==> config.mk <==
export PLATFORM = sky130hd
export DESIGN_NAME = tmr_evt_top
export DESIGN_NICKNAME = d
export VERILOG_FILES = /design/src/rtl/tmr_pkg.sv /design/src/rtl/tmr_prescaler.sv /design/src/rtl/tmr_pin_sync.sv /design/src/rtl/tmr_counter.sv /design/src/rtl/tmr_buzzer.sv /design/src/rtl/tmr_evt_top.sv
export SDC_FILE = /design/constraint.sdc
export NUM_CORES = 1
export LEC_CHECK = 0
export ABC_AREA = 0
export BUFFER_PORTS_ARGS = -buffer_cell sky130_fd_sc_hd__buf_2
export CORE_ASPECT_RATIO = 1.4
export CORE_MARGIN = 3
export CORE_UTILIZATION = 31
export CTS_BUF_LIST = sky130_fd_sc_hd__clkbuf_16
export CTS_CLUSTER_DIAMETER = 100
export CTS_CLUSTER_SIZE = 25
export DETAILED_ROUTE_END_ITERATION = 8
export PLACE_DENSITY_LB_ADDON = 0.15
export SLEW_MARGIN = 20
export SYNTH_ARGS = -nofsm -noshare
export SYNTH_HDL_FRONTEND = slang
export SYNTH_SLANG_ARGS = --single-unit
==> constraint.sdc <==
create_clock -name clk_i -period 4.9 [get_ports clk_i]
set_input_delay 0 -clock clk_i [delete_from_list [all_inputs] [get_ports clk_i]]
set_output_delay 0 -clock clk_i [all_outputs]
set_load 0.01 [all_outputs]
==> src/rtl/tmr_pkg.sv <==
package tmr_pkg;
  typedef enum logic [1:0] {
    MODE_OFF   = 2'b00,
    MODE_EVENT = 2'b01,
    MODE_TIMER = 2'b10,
    MODE_PULSE = 2'b11
  } tmr_mode_e;

  localparam int CTRL_PSC_LSB = 0;
  localparam int CTRL_EDGE    = 3;
  localparam int CTRL_EN      = 4;
  localparam int CTRL_IRQ     = 5;
  localparam int CTRL_MODE_LSB = 6;
endpackage

==> src/rtl/tmr_prescaler.sv <==
module tmr_prescaler #(
  parameter int SEL_W = 3
) (
  input  logic             clk_i,
  input  logic             rst_ni,
  input  logic             clear_i,
  input  logic [SEL_W-1:0] sel_i,
  output logic             tick_o
);
  localparam int CNT_W = 1 << SEL_W;

  logic [CNT_W-1:0] cnt_q;
  logic [CNT_W-1:0] mask;

  always_comb begin
    for (int i = 0; i < CNT_W; i++) mask[i] = (i <= int'(sel_i));
  end

  always_ff @(posedge clk_i or negedge rst_ni) begin
    if (!rst_ni)      cnt_q <= '0;
    else if (clear_i) cnt_q <= '0;
    else              cnt_q <= cnt_q + 1'b1;
  end

  // tick when the selected low bits are all ones
  assign tick_o = &(cnt_q | ~mask);
endmodule

==> src/rtl/tmr_pin_sync.sv <==
module tmr_pin_sync #(
  parameter int STAGES = 2
) (
  input  logic clk_i,
  input  logic rst_ni,
  input  logic pin_i,
  output logic level_o,
  output logic rise_o,
  output logic fall_o
);
  logic [STAGES-1:0] sync_q;
  logic              prev_q;

  always_ff @(posedge clk_i or negedge rst_ni) begin
    if (!rst_ni) begin
      sync_q <= '0;
      prev_q <= 1'b0;
    end else begin
      sync_q <= {sync_q[STAGES-2:0], pin_i};
      prev_q <= sync_q[STAGES-1];
    end
  end

  assign level_o = sync_q[STAGES-1];
  assign rise_o  = level_o & ~prev_q;
  assign fall_o  = ~level_o & prev_q;
endmodule

==> src/rtl/tmr_counter.sv <==
module tmr_counter #(
  parameter int W = 8
) (
  input  logic         clk_i,
  input  logic         rst_ni,
  input  logic         step_i,
  input  logic         running_i,
  input  logic         wr_pre_i,
  input  logic [W-1:0] wdata_i,
  output logic [W-1:0] cnt_o,
  output logic [W-1:0] preload_o,
  output logic         wrap_o
);
  localparam logic [W-1:0] TOP = '1;

  logic [W-1:0] cnt_q, pre_q;
  logic         direct_load;

  assign direct_load = wr_pre_i & ~running_i;
  assign wrap_o      = step_i & ~direct_load & (cnt_q == TOP);

  always_ff @(posedge clk_i or negedge rst_ni) begin
    if (!rst_ni) begin
      cnt_q <= '0;
      pre_q <= '0;
    end else begin
      if (wr_pre_i) pre_q <= wdata_i;
      if (direct_load)  cnt_q <= wdata_i;
      else if (wrap_o)  cnt_q <= pre_q;
      else if (step_i)  cnt_q <= cnt_q + 1'b1;
    end
  end

  assign cnt_o     = cnt_q;
  assign preload_o = pre_q;
endmodule

==> src/rtl/tmr_buzzer.sv <==
module tmr_buzzer (
  input  logic clk_i,
  input  logic rst_ni,
  input  logic toggle_i,
  output logic bz_o,
  output logic bz_n_o
);
  logic bz_q;

  always_ff @(posedge clk_i or negedge rst_ni) begin
    if (!rst_ni)       bz_q <= 1'b0;
    else if (toggle_i) bz_q <= ~bz_q;
  end

  assign bz_o   = bz_q;
  assign bz_n_o = ~bz_q;
endmodule

==> src/rtl/tmr_evt_top.sv <==
module tmr_evt_top
  import tmr_pkg::*;
#(
  parameter int CNT_W       = 8,
  parameter int PSC_SEL_W   = 3,
  parameter int SYNC_STAGES = 2
) (
  input  logic             clk_i,
  input  logic             rst_ni,
  input  logic             addr_i,
  input  logic             wr_en_i,
  input  logic             rd_en_i,
  input  logic [CNT_W-1:0] wdata_i,
  output logic [CNT_W-1:0] rdata_o,
  input  logic             ack_i,
  input  logic             evt_pin_i,
  output logic             irq_o,
  output logic             bz_o,
  output logic             bz_n_o
);
  localparam logic ADDR_CNT  = 1'b0;
  localparam logic ADDR_CTRL = 1'b1;

  tmr_mode_e            mode_q;
  logic                 en_q, edge_q, irq_q, meas_q;
  logic [PSC_SEL_W-1:0] psc_q;

  logic wr_cnt, wr_ctrl, rd_blk, running;
  logic tick, psc_clear, pin_lvl, pin_rise, pin_fall;
  logic start_evt, end_evt, pulse_done, count_src, step, wrap;
  logic [CNT_W-1:0] cnt, preload;

  assign wr_cnt  = wr_en_i & (addr_i == ADDR_CNT);
  assign wr_ctrl = wr_en_i & (addr_i == ADDR_CTRL);
  assign rd_blk  = rd_en_i & (addr_i == ADDR_CNT);
  assign running = en_q & (mode_q != MODE_OFF);

  // prescaler phase restarts whenever internal-clock counting is idle
  assign psc_clear = ~(running & ((mode_q == MODE_TIMER) |
                                  ((mode_q == MODE_PULSE) & meas_q)));

  tmr_prescaler #(.SEL_W(PSC_SEL_W)) u_psc (
    .clk_i, .rst_ni, .clear_i(psc_clear), .sel_i(psc_q), .tick_o(tick)
  );

  tmr_pin_sync #(.STAGES(SYNC_STAGES)) u_sync (
    .clk_i, .rst_ni, .pin_i(evt_pin_i),
    .level_o(pin_lvl), .rise_o(pin_rise), .fall_o(pin_fall)
  );

  assign start_evt  = edge_q ? pin_rise : pin_fall;
  assign end_evt    = edge_q ? pin_fall : pin_rise;
  assign pulse_done = running & (mode_q == MODE_PULSE) & meas_q & end_evt;

  always_ff @(posedge clk_i or negedge rst_ni) begin
    if (!rst_ni)                                  meas_q <= 1'b0;
    else if (!running || mode_q != MODE_PULSE)    meas_q <= 1'b0;
    else if (!meas_q && start_evt)                meas_q <= 1'b1;
    else if (meas_q && end_evt)                   meas_q <= 1'b0;
  end

  always_comb begin
    unique case (mode_q)
      MODE_EVENT: count_src = edge_q ? pin_fall : pin_rise;
      MODE_TIMER: count_src = tick;
      MODE_PULSE: count_src = tick & meas_q;
      default:    count_src = 1'b0;
    endcase
  end

  assign step = running & count_src & ~rd_blk;

  tmr_counter #(.W(CNT_W)) u_cnt (
    .clk_i, .rst_ni, .step_i(step), .running_i(running),
    .wr_pre_i(wr_cnt), .wdata_i, .cnt_o(cnt), .preload_o(preload),
    .wrap_o(wrap)
  );

  tmr_buzzer u_bz (.clk_i, .rst_ni, .toggle_i(wrap), .bz_o, .bz_n_o);

  always_ff @(posedge clk_i or negedge rst_ni) begin
    if (!rst_ni) begin
      mode_q <= MODE_OFF;
      en_q   <= 1'b0;
      edge_q <= 1'b0;
      psc_q  <= '0;
    end else if (wr_ctrl) begin
      mode_q <= tmr_mode_e'(wdata_i[CTRL_MODE_LSB +: 2]);
      en_q   <= wdata_i[CTRL_EN];
      edge_q <= wdata_i[CTRL_EDGE];
      psc_q  <= wdata_i[CTRL_PSC_LSB +: PSC_SEL_W];
    end else if (pulse_done) begin
      en_q   <= 1'b0;
    end
  end

  always_ff @(posedge clk_i or negedge rst_ni) begin
    if (!rst_ni)                                   irq_q <= 1'b0;
    else if (wrap)                                 irq_q <= 1'b1;
    else if ((wr_ctrl && wdata_i[CTRL_IRQ]) || ack_i) irq_q <= 1'b0;
  end

  assign irq_o   = irq_q;
  assign rdata_o = (addr_i == ADDR_CTRL) ?
                   CNT_W'({mode_q, irq_q, en_q, edge_q, psc_q}) : cnt;
endmodule

==> impl_metrics.csv <==
group,metric,value,unit
timing,setup_viol,0,
clock_network,path_clk_slew,0.05,ns
setup_path,end_kind,"register",
synth,synth_compound_area_frac,0.160,
synth,synth_area,1910,sq um
power_and_ir_drop,power.density,363,nW/um^2
grt,track_usage,0.134,
clock_network,clk_latency,0.28,ns
synth,yosys.cell_types.count,42,
power_and_ir_drop,swShare,0.283,
clock_network,cts_sinks,37,
drt,via_count,1475,
synth,synth_seq_cells,37,
clock_network,hold_buffers,9,
synth,syn_area_per_cell,10.6,sq um
timing,period_needed,2.26,ns
drt,drc_errors,0,
setup_path,cp-start-kind,"register",
grt,grt-ovfl-total,0,
power_and_ir_drop,power.total,841,uW
layout,multi_input_area,925,sq um
synth,yosys.area_share.simple,0.154,
clock_network,cts_resized,0,
layout,n_fill_cell,604,
outcome,status,"finished clean",
grt,antenna_found_initial,0,
power_and_ir_drop,ir_worst_vdd,0.186,mV
power_and_ir_drop,p_leak,0.980,nW
floorplan,start_util,0.324,
drt,drt_iter0_markers,92,
clock_network,cts_tree,"yes",
synth,synth_adder_area_share,0.0131,
timing,finalCritPeriodShare,0.462,
power_and_ir_drop,p_switching,238,uW
placement,io_buffers,25,
timing,fin_skew,0.00456,ns
drt,routed_wl,4550,microns
power_and_ir_drop,clock_power_share,0.361,
layout,layout.nets,232,
setup_path,crit_type,"register to register",
layout,seqCellArea,926,sq um
synth,syn_nets,198,
timing,finalHoldViolCount,0,
synth,synth.largest_area_cell,"dfrtp_1",
synth,synth_top_family_by_area,"compound AO/OA/AOI/OAI gates",
timing,rsz0062_at_grt,"no",
setup_path,crit_required,5.04,ns
flow_run,max-cap-violations,0,
power_and_ir_drop,p_int,603,uW
placement,dpl.hpwl,3290,microns
floorplan,ios,26,
layout,num_antenna_cells,0,
layout,layout-drive-gt1-share,0.273,
floorplan,row_count,33,
drt,avgViaCountPerCell,5.16,
synth,ys_top_cells_by_area,"dfrtp_1 48%, mux2_2 12%, nand2_1 3.1%, nand3_1 2.6%, nor2_1 2.5%",
timing,slew-limit-headroom,0.442,
floorplan,die_x,72.4,microns
power_and_ir_drop,comb_power_share,0.175,
clock_network,ctsHtreeMaxLevel,2,
clock_network,cts_buffers,5,
clock_network,post_cts_buffers,0,
timing,tns,0,ns
grt,grt_pass1_wl,7290,microns
synth,yosysWarnings,0,
synth,synth_xor_xnor_area_share,0.0320,
clock_network,clock_path_buffers,2,
clock_network,root_buffer,"clkbuf_16",
layout,fin_cells,286,
timing,report.final.slew_viol_count,0,
drt,detail_route.wl_per_cell,15.9,microns
placement,dp_cells,269,
floorplan,dieArea,7170,sq um
floorplan,die_y,99.0,microns
worst_hold_path,min-delay-path-class,"primary input to register",
power_and_ir_drop,power_frac_seq,0.464,
drt,ant_nets,0,
grt,grt_pass1_vias,1447,
synth,yosys.area.top_type_share,0.484,
timing,tightest_slew,0.837,ns
drt,drtPass1Iterations,4,
setup_path,worstPathArrival,2.40,ns
layout,area_growth_syn_to_layout,21.0,%
synth,synth_mux_area_frac,0.124,
synth,seq_area_frac_synth,0.484,
setup_path,crit_fanout,13,
synth,synthCells,181,
placement,globalplace.congestion,0.741,
timing,fmax,442,MHz
grt,grt_start_max_net_pins,38,
floorplan,core,5900,sq um
synth_stat cells, drive strengths merged:
| cell | instances |
|---|---|
| clkbuf | 4 |
| nand4 | 3 |
| dfrtp | 37 |
| a221o | 7 |
| a41oi | 1 |
| nand3b | 2 |
| or3 | 2 |
| and2 | 2 |
| o211ai | 1 |
| o311ai | 2 |
| nand2b | 3 |
| o21bai | 2 |
| a21oi | 7 |
| a21boi | 2 |
| a211oi | 4 |
| and4 | 1 |
| nor3 | 2 |
| o21ai | 8 |
| buf | 3 |
| nor4b | 1 |
| mux2 | 21 |
| nand3 | 10 |
| nand2 | 16 |
| xor2 | 4 |
| o21a | 1 |
| a311oi | 1 |
| xnor2 | 3 |
| a31oi | 2 |
| inv | 7 |
| nor2 | 13 |
| nor2b | 4 |
| and3 | 1 |
| o22ai | 1 |
| ha | 2 |
| a211o | 1 |
placed cells by master, fill, tap and decap left out, drive strengths merged, types with 2 or more instances in the layout:
| cell type | netlist | final |
|---|---|---|
| nor2 | 13 | 13 |
| xnor2 | 3 | 3 |
| a211oi | 4 | 4 |
| clkinv | 0 | 3 |
| nor3 | 2 | 2 |
| mux2 | 21 | 21 |
| or3 | 2 | 2 |
| xor2 | 4 | 4 |
| nand2 | 16 | 16 |
| nand3b | 2 | 2 |
| clkbuf | 4 | 5 |
| o21bai | 2 | 2 |
| a221o | 7 | 7 |
| o311ai | 2 | 2 |
| dlygate4sd3 | 0 | 9 |
| ha | 2 | 2 |
| nor2b | 4 | 4 |
| buf | 3 | 25 |
| and2 | 2 | 2 |
| a21oi | 7 | 7 |
| nand3 | 10 | 10 |
| inv | 7 | 7 |
| o21ai | 8 | 8 |
| dfrtp | 37 | 37 |
| nand4 | 3 | 3 |
| a21boi | 2 | 2 |
| a31oi | 2 | 2 |
| nand2b | 3 | 3 |
state kept, by name, indices dropped and copies added, names as in the netlist, 2 cells and up:
signal and cells:
u_psc.cnt_q 8, mode_q 2, psc_q 3, u_sync.sync_q 2
u_cnt.preload_o 8, u_cnt.cnt_o 8
layer usage:
metal | up-vias | wire length [microns] | track usage
met5 | - | 0 | 0
li1 | 726 | - | -
met1 | 715 | 1980 | 0.159
met3 | 4 | 166 | 0.0347
met4 | 0 | 46 | 0.0469
met2 | 30 | 2350 | 0.232
cells by family (layout without fill, tap and decap cells):
| group | Yosys count | in the layout |
|---|---|---|
| muxes | 21 | 21 |
| AOI/OAI and AO/OA | 40 | 40 |
| DFF | 37 | 37 |
| buffers and inverters | 14 | 49 |
| xor gates and xnor gates | 7 | 7 |
| and+or+nand+nor | 60 | 60 |
| adders and majority gates | 2 | 2 |
power groups by stage:
stage               clock network [mW]  logic (mW)  registers (mW)
floorplan                            0       0.110           0.373
global placement                     0       0.145           0.396
detailed placement                   0       0.145           0.395
CTS                              0.316       0.151           0.390
global route                     0.324       0.164           0.397
finish                           0.304       0.147           0.390
worst max-delay path, stage by stage (launching register included):
cell      delay (ns)
dfrtp_1         0.46
nor4b_1         0.32
a31oi_1         0.13
o211ai_1        0.18
nand3_1         0.47
o311ai_1        0.42
o311ai_1        0.14
per-stage QoR:
step	worst slack (ns)	hold WS, ns	cell area [sq um]	utilization
6_report	2.64	0.000193	2320	0.392
4_1_cts	2.62	0.000447	2320	0.392
2_1_floorplan	3.16	-0.296	1910	-
3_3_place_gp	2.60	0.111	2090	0.354
5_1_grt	2.36	0.0196	2320	0.392
3_5_place_dp	2.63	0.117	2090	0.354
path summary, 6_finish.rpt:
kind	startpoint	to	slack, ns	cells past startpoint
hold reg to reg	u_sync.sync_q[0]	u_sync.sync_q[1]	0.35	0
min in group asynchronous	rst_ni	u_sync.prev_q	0.36	2
setup reg to reg	mode_q[1]	u_cnt.cnt_o[6]	2.64	6
setup / recovery	mode_q[1]	u_cnt.cnt_o[6]	2.64	6
hold / removal	wdata_i[6]	u_cnt.cnt_o[6]	0.0002	3
max in group asynchronous	rst_ni	u_psc.cnt_q[2]	4.01	2
area by class of cell:
class,instances,area share
Timing Repair Buffer,34,0.0929
Tap cell,70,0.0378
Sequential cell,37,0.400
Clock inverter,3,0.00540
Clock buffer,5,0.0540
Multi-Input combinational cell,130,0.399
Inverter,7,0.0113
(Power assumes the default switching activity.)
